<file path="config.mk">
export PLATFORM = sky130hd
export DESIGN_NAME = spi_host_regif
export DESIGN_NICKNAME = d
export VERILOG_FILES = /design/src/rtl/spi_regif_pkg.sv /design/src/rtl/spi_byte_fifo.sv /design/src/rtl/spi_xchg_engine.sv /design/src/rtl/spi_host_regif.sv
export SDC_FILE = /design/constraint.sdc
export NUM_CORES = 1
export LEC_CHECK = 0
export ABC_AREA = 1
export CAP_MARGIN = 20
export CELL_PAD_IN_SITES_DETAIL_PLACEMENT = 1
export CELL_PAD_IN_SITES_GLOBAL_PLACEMENT = 1
export CORE_UTILIZATION = 50
export CTS_CLUSTER_DIAMETER = 200
export CTS_CLUSTER_SIZE = 24
export DETAILED_ROUTE_END_ITERATION = 16
export DONT_BUFFER_PORTS = 1
export PLACE_DENSITY = 0.89
export REMOVE_ABC_BUFFERS = 1
export SLEW_MARGIN = 5
export SYNTH_ARGS = -nofsm -noshare
export SYNTH_HDL_FRONTEND = slang
export SYNTH_SLANG_ARGS = --single-unit
</file>
<file path="constraint.sdc">
create_clock -name clk -period 5 [get_ports clk]
set_input_delay 1.25 -clock clk [delete_from_list [all_inputs] [get_ports clk]]
set_output_delay 1.25 -clock clk [all_outputs]
set_load 0.02 [all_outputs]
</file>
<file path="src/rtl/spi_regif_pkg.sv">
package spi_regif_pkg;
    localparam logic [11:0] OFS_CLKDIV  = 12'h000;
    localparam logic [11:0] OFS_CLKMODE = 12'h004;
    localparam logic [11:0] OFS_CSSEL   = 12'h010;
    localparam logic [11:0] OFS_CSDFLT  = 12'h014;
    localparam logic [11:0] OFS_CSCTL   = 12'h018;
    localparam logic [11:0] OFS_GAP0    = 12'h028;
    localparam logic [11:0] OFS_GAP1    = 12'h02C;
    localparam logic [11:0] OFS_FRAME   = 12'h040;
    localparam logic [11:0] OFS_TXBYTE  = 12'h048;
    localparam logic [11:0] OFS_RXBYTE  = 12'h04C;
    localparam logic [11:0] OFS_TXLVL   = 12'h050;
    localparam logic [11:0] OFS_RXLVL   = 12'h054;
    localparam logic [11:0] OFS_INTEN   = 12'h070;
    localparam logic [11:0] OFS_INTPEND = 12'h074;

    localparam logic [31:0] FLAG_B31    = 32'h8000_0000;
    localparam int          FRAME_RXOFF = 3;

    typedef enum logic [0:0] {
        XS_IDLE = 1'b0,
        XS_WAIT = 1'b1
    } xstate_e;
endpackage

</file>
<file path="src/rtl/spi_byte_fifo.sv">
module spi_byte_fifo #(
    parameter int DEPTH = 8,
    parameter int W     = 8,
    localparam int PW   = (DEPTH > 1) ? $clog2(DEPTH) : 1,
    localparam int CW   = $clog2(DEPTH + 1)
) (
    input  logic          clk,
    input  logic          rst_n,
    input  logic          push,
    input  logic [W-1:0]  push_data,
    input  logic          pop,
    output logic [W-1:0]  head,
    output logic [CW-1:0] count,
    output logic          full,
    output logic          empty
);
    typedef struct packed {
        logic [DEPTH-1:0][W-1:0] mem;
        logic [PW-1:0]           rd;
        logic [PW-1:0]           wr;
        logic [CW-1:0]           cnt;
    } fifo_st_t;

    fifo_st_t st_d, st_q;
    logic     do_push, do_pop;

    assign full  = (st_q.cnt == CW'(DEPTH));
    assign empty = (st_q.cnt == '0);
    assign count = st_q.cnt;
    assign head  = st_q.mem[st_q.rd];

    always_comb begin
        st_d    = st_q;
        do_push = push && !full;
        do_pop  = pop && !empty;
        if (do_push) begin
            st_d.mem[st_q.wr] = push_data;
            st_d.wr = (st_q.wr == PW'(DEPTH - 1)) ? '0 : st_q.wr + 1'b1;
        end
        if (do_pop) begin
            st_d.rd = (st_q.rd == PW'(DEPTH - 1)) ? '0 : st_q.rd + 1'b1;
        end
        case ({do_push, do_pop})
            2'b10:   st_d.cnt = st_q.cnt + 1'b1;
            2'b01:   st_d.cnt = st_q.cnt - 1'b1;
            default: st_d.cnt = st_q.cnt;
        endcase
    end

    always_ff @(posedge clk) begin
        if (!rst_n) st_q <= '0;
        else        st_q <= st_d;
    end
endmodule

</file>
<file path="src/rtl/spi_xchg_engine.sv">
module spi_xchg_engine
    import spi_regif_pkg::*;
(
    input  logic       clk,
    input  logic       rst_n,
    input  logic       tx_empty,
    input  logic [7:0] tx_head,
    output logic       tx_pop,
    input  logic       rx_full,
    input  logic       rx_off,
    output logic       rx_push,
    output logic [7:0] rx_byte,
    output logic       xfer_valid,
    input  logic       xfer_ready,
    output logic [7:0] xfer_tx,
    input  logic       xfer_done,
    input  logic [7:0] xfer_rx
);
    typedef struct packed {
        xstate_e st;
    } eng_st_t;

    eng_st_t e_d, e_q;

    assign xfer_valid = (e_q.st == XS_IDLE) && !tx_empty;
    assign xfer_tx    = tx_head;
    assign tx_pop     = xfer_valid && xfer_ready;
    assign rx_push    = (e_q.st == XS_WAIT) && xfer_done && !rx_full && !rx_off;
    assign rx_byte    = xfer_rx;

    always_comb begin
        e_d = e_q;
        case (e_q.st)
            XS_IDLE: if (tx_pop)    e_d.st = XS_WAIT;
            XS_WAIT: if (xfer_done) e_d.st = XS_IDLE;
            default: e_d.st = XS_IDLE;
        endcase
    end

    always_ff @(posedge clk) begin
        if (!rst_n) e_q <= '{st: XS_IDLE};
        else        e_q <= e_d;
    end
endmodule

</file>
<file path="src/rtl/spi_host_regif.sv">
module spi_host_regif
    import spi_regif_pkg::*;
#(
    parameter int NUM_CS     = 2,
    parameter int FIFO_DEPTH = 8
) (
    input  logic              clk,
    input  logic              rst_n,
    input  logic              req_valid,
    input  logic              req_write,
    input  logic [11:0]       req_addr,
    input  logic [31:0]       req_wdata,
    output logic [31:0]       rsp_rdata,
    output logic              xfer_valid,
    input  logic              xfer_ready,
    output logic [7:0]        xfer_tx,
    input  logic              xfer_done,
    input  logic [7:0]        xfer_rx,
    output logic [NUM_CS-1:0] cs_o,
    output logic              irq
);
    localparam int CSID_W = (NUM_CS > 1) ? $clog2(NUM_CS) : 1;
    localparam int MW     = (FIFO_DEPTH > 1) ? $clog2(FIFO_DEPTH) : 1;
    localparam int CW     = $clog2(FIFO_DEPTH + 1);

    typedef struct packed {
        logic [31:0]       clkdiv;
        logic [31:0]       clkmode;
        logic [31:0]       gap0;
        logic [31:0]       gap1;
        logic [31:0]       frame;
        logic [CSID_W-1:0] cssel;
        logic [NUM_CS-1:0] csdflt;
        logic [1:0]        csctl;
        logic [MW-1:0]     txlvl;
        logic [MW-1:0]     rxlvl;
        logic [1:0]        inten;
    } regs_t;

    regs_t regs_d, regs_q;

    logic          rd_en, wr_en;
    logic          tx_push, tx_pop, rx_push, rx_pop;
    logic [7:0]    tx_head, rx_head, rx_byte;
    logic [CW-1:0] tx_cnt, rx_cnt;
    logic          tx_full, tx_empty, rx_full, rx_empty;
    logic          tx_pend, rx_pend;
    logic [1:0]    pend;
    logic [1:0]    inten_cur;
    logic          rxoff_cur;

    assign rd_en     = req_valid && !req_write;
    assign wr_en     = req_valid && req_write;
    assign tx_push   = wr_en && (req_addr == OFS_TXBYTE);
    assign rx_pop    = rd_en && (req_addr == OFS_RXBYTE);
    assign inten_cur = regs_q.inten;
    assign rxoff_cur = regs_q.frame[FRAME_RXOFF];

    spi_byte_fifo #(.DEPTH(FIFO_DEPTH), .W(8)) u_txq (
        .clk(clk), .rst_n(rst_n),
        .push(tx_push), .push_data(req_wdata[7:0]),
        .pop(tx_pop), .head(tx_head), .count(tx_cnt),
        .full(tx_full), .empty(tx_empty)
    );

    spi_byte_fifo #(.DEPTH(FIFO_DEPTH), .W(8)) u_rxq (
        .clk(clk), .rst_n(rst_n),
        .push(rx_push), .push_data(rx_byte),
        .pop(rx_pop), .head(rx_head), .count(rx_cnt),
        .full(rx_full), .empty(rx_empty)
    );

    spi_xchg_engine u_eng (
        .clk(clk), .rst_n(rst_n),
        .tx_empty(tx_empty), .tx_head(tx_head), .tx_pop(tx_pop),
        .rx_full(rx_full), .rx_off(rxoff_cur),
        .rx_push(rx_push), .rx_byte(rx_byte),
        .xfer_valid(xfer_valid), .xfer_ready(xfer_ready), .xfer_tx(xfer_tx),
        .xfer_done(xfer_done), .xfer_rx(xfer_rx)
    );

    assign tx_pend = tx_cnt < CW'(regs_q.txlvl);
    assign rx_pend = rx_cnt > CW'(regs_q.rxlvl);
    assign pend    = {rx_pend, tx_pend};
    assign irq     = |(pend & regs_q.inten);

    for (genvar i = 0; i < NUM_CS; i++) begin : g_cs
        assign cs_o[i] = regs_q.csdflt[i] && (regs_q.csctl == 2'd0);
    end

    always_comb begin
        regs_d = regs_q;
        if (wr_en) begin
            case (req_addr)
                OFS_CLKDIV:  regs_d.clkdiv  = req_wdata;
                OFS_CLKMODE: regs_d.clkmode = req_wdata;
                OFS_GAP0:    regs_d.gap0    = req_wdata;
                OFS_GAP1:    regs_d.gap1    = req_wdata;
                OFS_FRAME:   regs_d.frame   = req_wdata;
                OFS_INTEN:   regs_d.inten   = req_wdata[1:0];
                OFS_CSSEL:
                    if (req_wdata < 32'(NUM_CS))
                        regs_d.cssel = req_wdata[CSID_W-1:0];
                OFS_CSDFLT:
                    if (req_wdata < (32'd1 << NUM_CS))
                        regs_d.csdflt = req_wdata[NUM_CS-1:0];
                OFS_CSCTL:
                    if (req_wdata < 32'd4)
                        regs_d.csctl = req_wdata[1:0];
                OFS_TXLVL:
                    if (req_wdata < 32'(FIFO_DEPTH))
                        regs_d.txlvl = req_wdata[MW-1:0];
                OFS_RXLVL:
                    if (req_wdata < 32'(FIFO_DEPTH))
                        regs_d.rxlvl = req_wdata[MW-1:0];
                default: ;
            endcase
        end
    end

    always_comb begin
        rsp_rdata = '0;
        if (rd_en) begin
            case (req_addr)
                OFS_CLKDIV:  rsp_rdata = regs_q.clkdiv;
                OFS_CLKMODE: rsp_rdata = regs_q.clkmode;
                OFS_GAP0:    rsp_rdata = regs_q.gap0;
                OFS_GAP1:    rsp_rdata = regs_q.gap1;
                OFS_FRAME:   rsp_rdata = regs_q.frame;
                OFS_INTEN:   rsp_rdata = 32'(regs_q.inten);
                OFS_CSSEL:   rsp_rdata = 32'(regs_q.cssel);
                OFS_CSDFLT:  rsp_rdata = 32'(regs_q.csdflt);
                OFS_CSCTL:   rsp_rdata = 32'(regs_q.csctl);
                OFS_TXLVL:   rsp_rdata = 32'(regs_q.txlvl);
                OFS_RXLVL:   rsp_rdata = 32'(regs_q.rxlvl);
                OFS_INTPEND: rsp_rdata = 32'(pend);
                OFS_TXBYTE:  rsp_rdata = tx_full ? FLAG_B31 : 32'd0;
                OFS_RXBYTE:  rsp_rdata = rx_empty ? FLAG_B31 : {24'd0, rx_head};
                default:     rsp_rdata = '0;
            endcase
        end
    end

    always_ff @(posedge clk) begin
        if (!rst_n) begin
            regs_q        <= '0;
            regs_q.clkdiv <= 32'h3;
            regs_q.gap0   <= 32'h1001;
            regs_q.gap1   <= 32'h1;
            regs_q.csdflt <= '1;
        end else begin
            regs_q <= regs_d;
        end
    end
endmodule

</file>
==> results.cfg <==
[run_status]
status = complete, no violations

[setup_path]
crit_cells = 12
cpMostUsedCell = nand2_1
required_ps = 3750
slowest_stage = nand3_4
worstPathCellList = inv_2 > nand2_1 > nor2_4 > nand3_4 > nand2_1 > inv_2 > nand2_1 > nor2_1 > nand2_1 > nand2_2 > nor2_1 > buf_4
crit_buf_inv = 3
critPathMaxStageDelay_ps = 410
end_kind = output port
r2r-end = u_txq.count[2]
crit_path_end = rsp_rdata[25]
worstSetupStartpointType = input pin
crit_type = input pin to output port
reg2reg_depth = 13
reg2reg_from = u_txq.count[3]
r2r_setup_slack_ps = 2100
crit_family = simple AND/OR/NAND/NOR gates
critPathMaxFanout = 28
cp.arrival_ps = 3230
crit_start = req_addr[4]

[die]
initial_core_util = 0.510
ios = 102
rows = 63
die_area_um2 = 31000
die_h_um = 176
dieWidth_um = 176
core-area_um2 = 29700

[clock_tree]
clock-root-buffer = clkbuf_16
clk_pin_slew_worst_paths_ps = 100
cts.sinks = 322
hold_buffers = 0
cts_buffers = 17
cts_setup_buffers = 0
cts_buffer_depth = 3
clk_latency_ps = 520
cts_tree = done
cts.htree.levels = 1
cts_resized = 0

[worst_hold_path]
min-delay-path-class = flip-flop to flip-flop
hp-start = u_rxq.st_q[69]

[synthesis]
yosysSeqAreaShare = 0.425
synth.area.mux_share = 0
synth_xor_area_frac = 0.00520
synth_simple_gate_area_share = 0.236
yosys_warnings = 0
avgSynthCellArea_um2 = 7.01
ys_top_cells_by_area = dfxtp_1 (43%), a21oi_1 (8.9%), nor2_1 (8.2%)
synth_seq_cells = 322
synth_top_family_by_area = simple AND/OR/NAND/NOR gates
yosys.area_share.adder = 0.0157
synthesis.instances = 2163
netlist.area_leader.share = 0.425
synth.largest_area_cell = dfxtp_1
ys_types = 40
synth-compound-area-share = 0.220
syn_area_um2 = 15200

[drt]
wl_per_cell_um = 19.0
vias = 14400
wl_um = 47300
drt-pass1-iter-count = 5
wl_met1_um = 20200
vias_per_cell = 5.79
top_layer_used = met4
post-route-drc-count = 0
routed-wl-met3_um = 2120
antenna_left = 0
wl_met2_um = 23500
initialDrtViolationCount = 941

[layout]
antenna_cells = 0
drive_above_1_share = 0.0666
fin_nets = 2178
fin_util = 0.536
syn_to_final_growth_pct = 5.12

[flow_run]
drv_cap = 0

[pwr]
total_power_mw = 4.99
power_leakage_nw = 6.02
max-vdd-ir-drop_mv = 0.231
power_density_nw_per_um2 = 313

[global_routing]
grt_pass1_vias = 14700
grt_overflow = 0
antenna_found_initial = 0
grt_max_degree = 243
grt.total_usage = 0.304
grt_pass1_wl_um = 76300

[sta]
hold_violations = 0
setup-violations-final = 0
fin_crit_ps = 4480
fin_skew_ps = 22.1
max_freq_mhz = 223
finalCritPeriodShare = 0.897
maxSlewHeadroom = 0.335
maxSlewViolCount = 0
grt_setup_unrepaired = no
fin_setup_tns_ps = 0
tightestPinTransition_ps = 997

[place]
dp_hpwl_um = 31300
numPortBuffers = 0
routabilityCongestion = 0.925
==> cell type report <==
class | instances | area (µm²)
clock inverters | 2 | 25.0
multi-input cells | 1471 | 7240
inverters | 244 | 941
fillers | 3888 | 13800
well taps | 390 | 488
flip-flops and latches | 322 | 6450
repair buffers | 45 | 370
clock buffers | 17 | 425
==> state kept, by name, indices dropped and copies added (netlist names) <==
| signal | cells |
|---|---|
| u_txq.count | 4 |
| u_rxq.count | 4 |
| u_txq.st_q | 70 |
| u_rxq.st_q | 70 |
| inten_cur | 2 |
| u_eng.e_q | 1 |
| regs_q | 171 |
==> stage by stage <==
stage               cell area, µm²  hold WS (ps)  setup WS [ps]  std cells
global route                 15900           472            336       2491
finish                       15900           450            516       2491
global placement             15400           427            601       2470
detailed placement           15400           433            504       2470
CTS                          15900           448            499       2489
floorplan                    14600           420            701       2037
==> cell usage in the layout (no fill, tap or decap), types with 19 or more instances in the layout <==
master	instances
o21ai_0	222
buf_4	43
nand3_1	133
nand2_1	248
ha_1	19
o22ai_1	31
a21oi_1	270
nor2_1	331
o21ai_1	94
nor3_1	20
dfxtp_1	322
inv_1	220
==> where the power goes <==
part | switching (mW) | leakage, nW | internal (mW)
clock | 0.870 | 0.221 | 0.627
sequential | 0.0366 | 2.59 | 2.60
combinational | 0.623 | 3.21 | 0.229
total | 1.53 | 6.02 | 3.46
==> worst min-delay path: cells and delay by family, from the launching register on <==
kind            cells  cell delay, ps
buf+inv             1              50
flops               1             320
compound gates      1              50
==> worst min path at each step <==
stage | to | depth (start not counted) | slack, ps
3_5_place_dp | u_rxq.st_q[71] | 2 | 430
5_1_grt | u_rxq.st_q[69] | 2 | 470
3_3_place_gp | u_rxq.st_q[72] | 2 | 430
2_1_floorplan | u_rxq.st_q[68] | 2 | 420
4_1_cts | u_rxq.st_q[71] | 2 | 450
6_report | u_rxq.st_q[69] | 2 | 450
==> per-layer routing <==
| layer | up-vias | GRT usage |
|---|---|---|
| li1 | 6936 | - |
| met1 | 7050 | 0.374 |
| met2 | 339 | 0.540 |
| met3 | 100 | 0.0360 |
| met4 | 0 | 0.112 |
| met5 | - | 0 |
==> synthesized netlist by cell type, drive strengths merged <==
cell type	count
a211oi	3
nand2	264
nand4	5
a21boi	1
nor2	367
o21ai	316
nand3	135
clkbuf	80
o211a	1
nor4	1
clkinv	2
inv	242
xor2	7
buf	46
a22oi	1
o22ai	31
a21oi	270
a31oi	9
nand3b	1
nor3b	3
nor3	20
o211ai	15
dfxtp	322
ha	19
xnor2	2
==> logic make-up after synthesis <==
| logic type | count (synthesis) |
|---|---|
| AOI/OAI and AO/OA | 647 |
| and+or+nand+nor | 796 |
| adders and majority gates | 19 |
| DFF | 322 |
| buffers and inverters | 370 |
| xor gates and xnor gates | 9 |
Note: power is estimated with default switching activity, not from simulation.
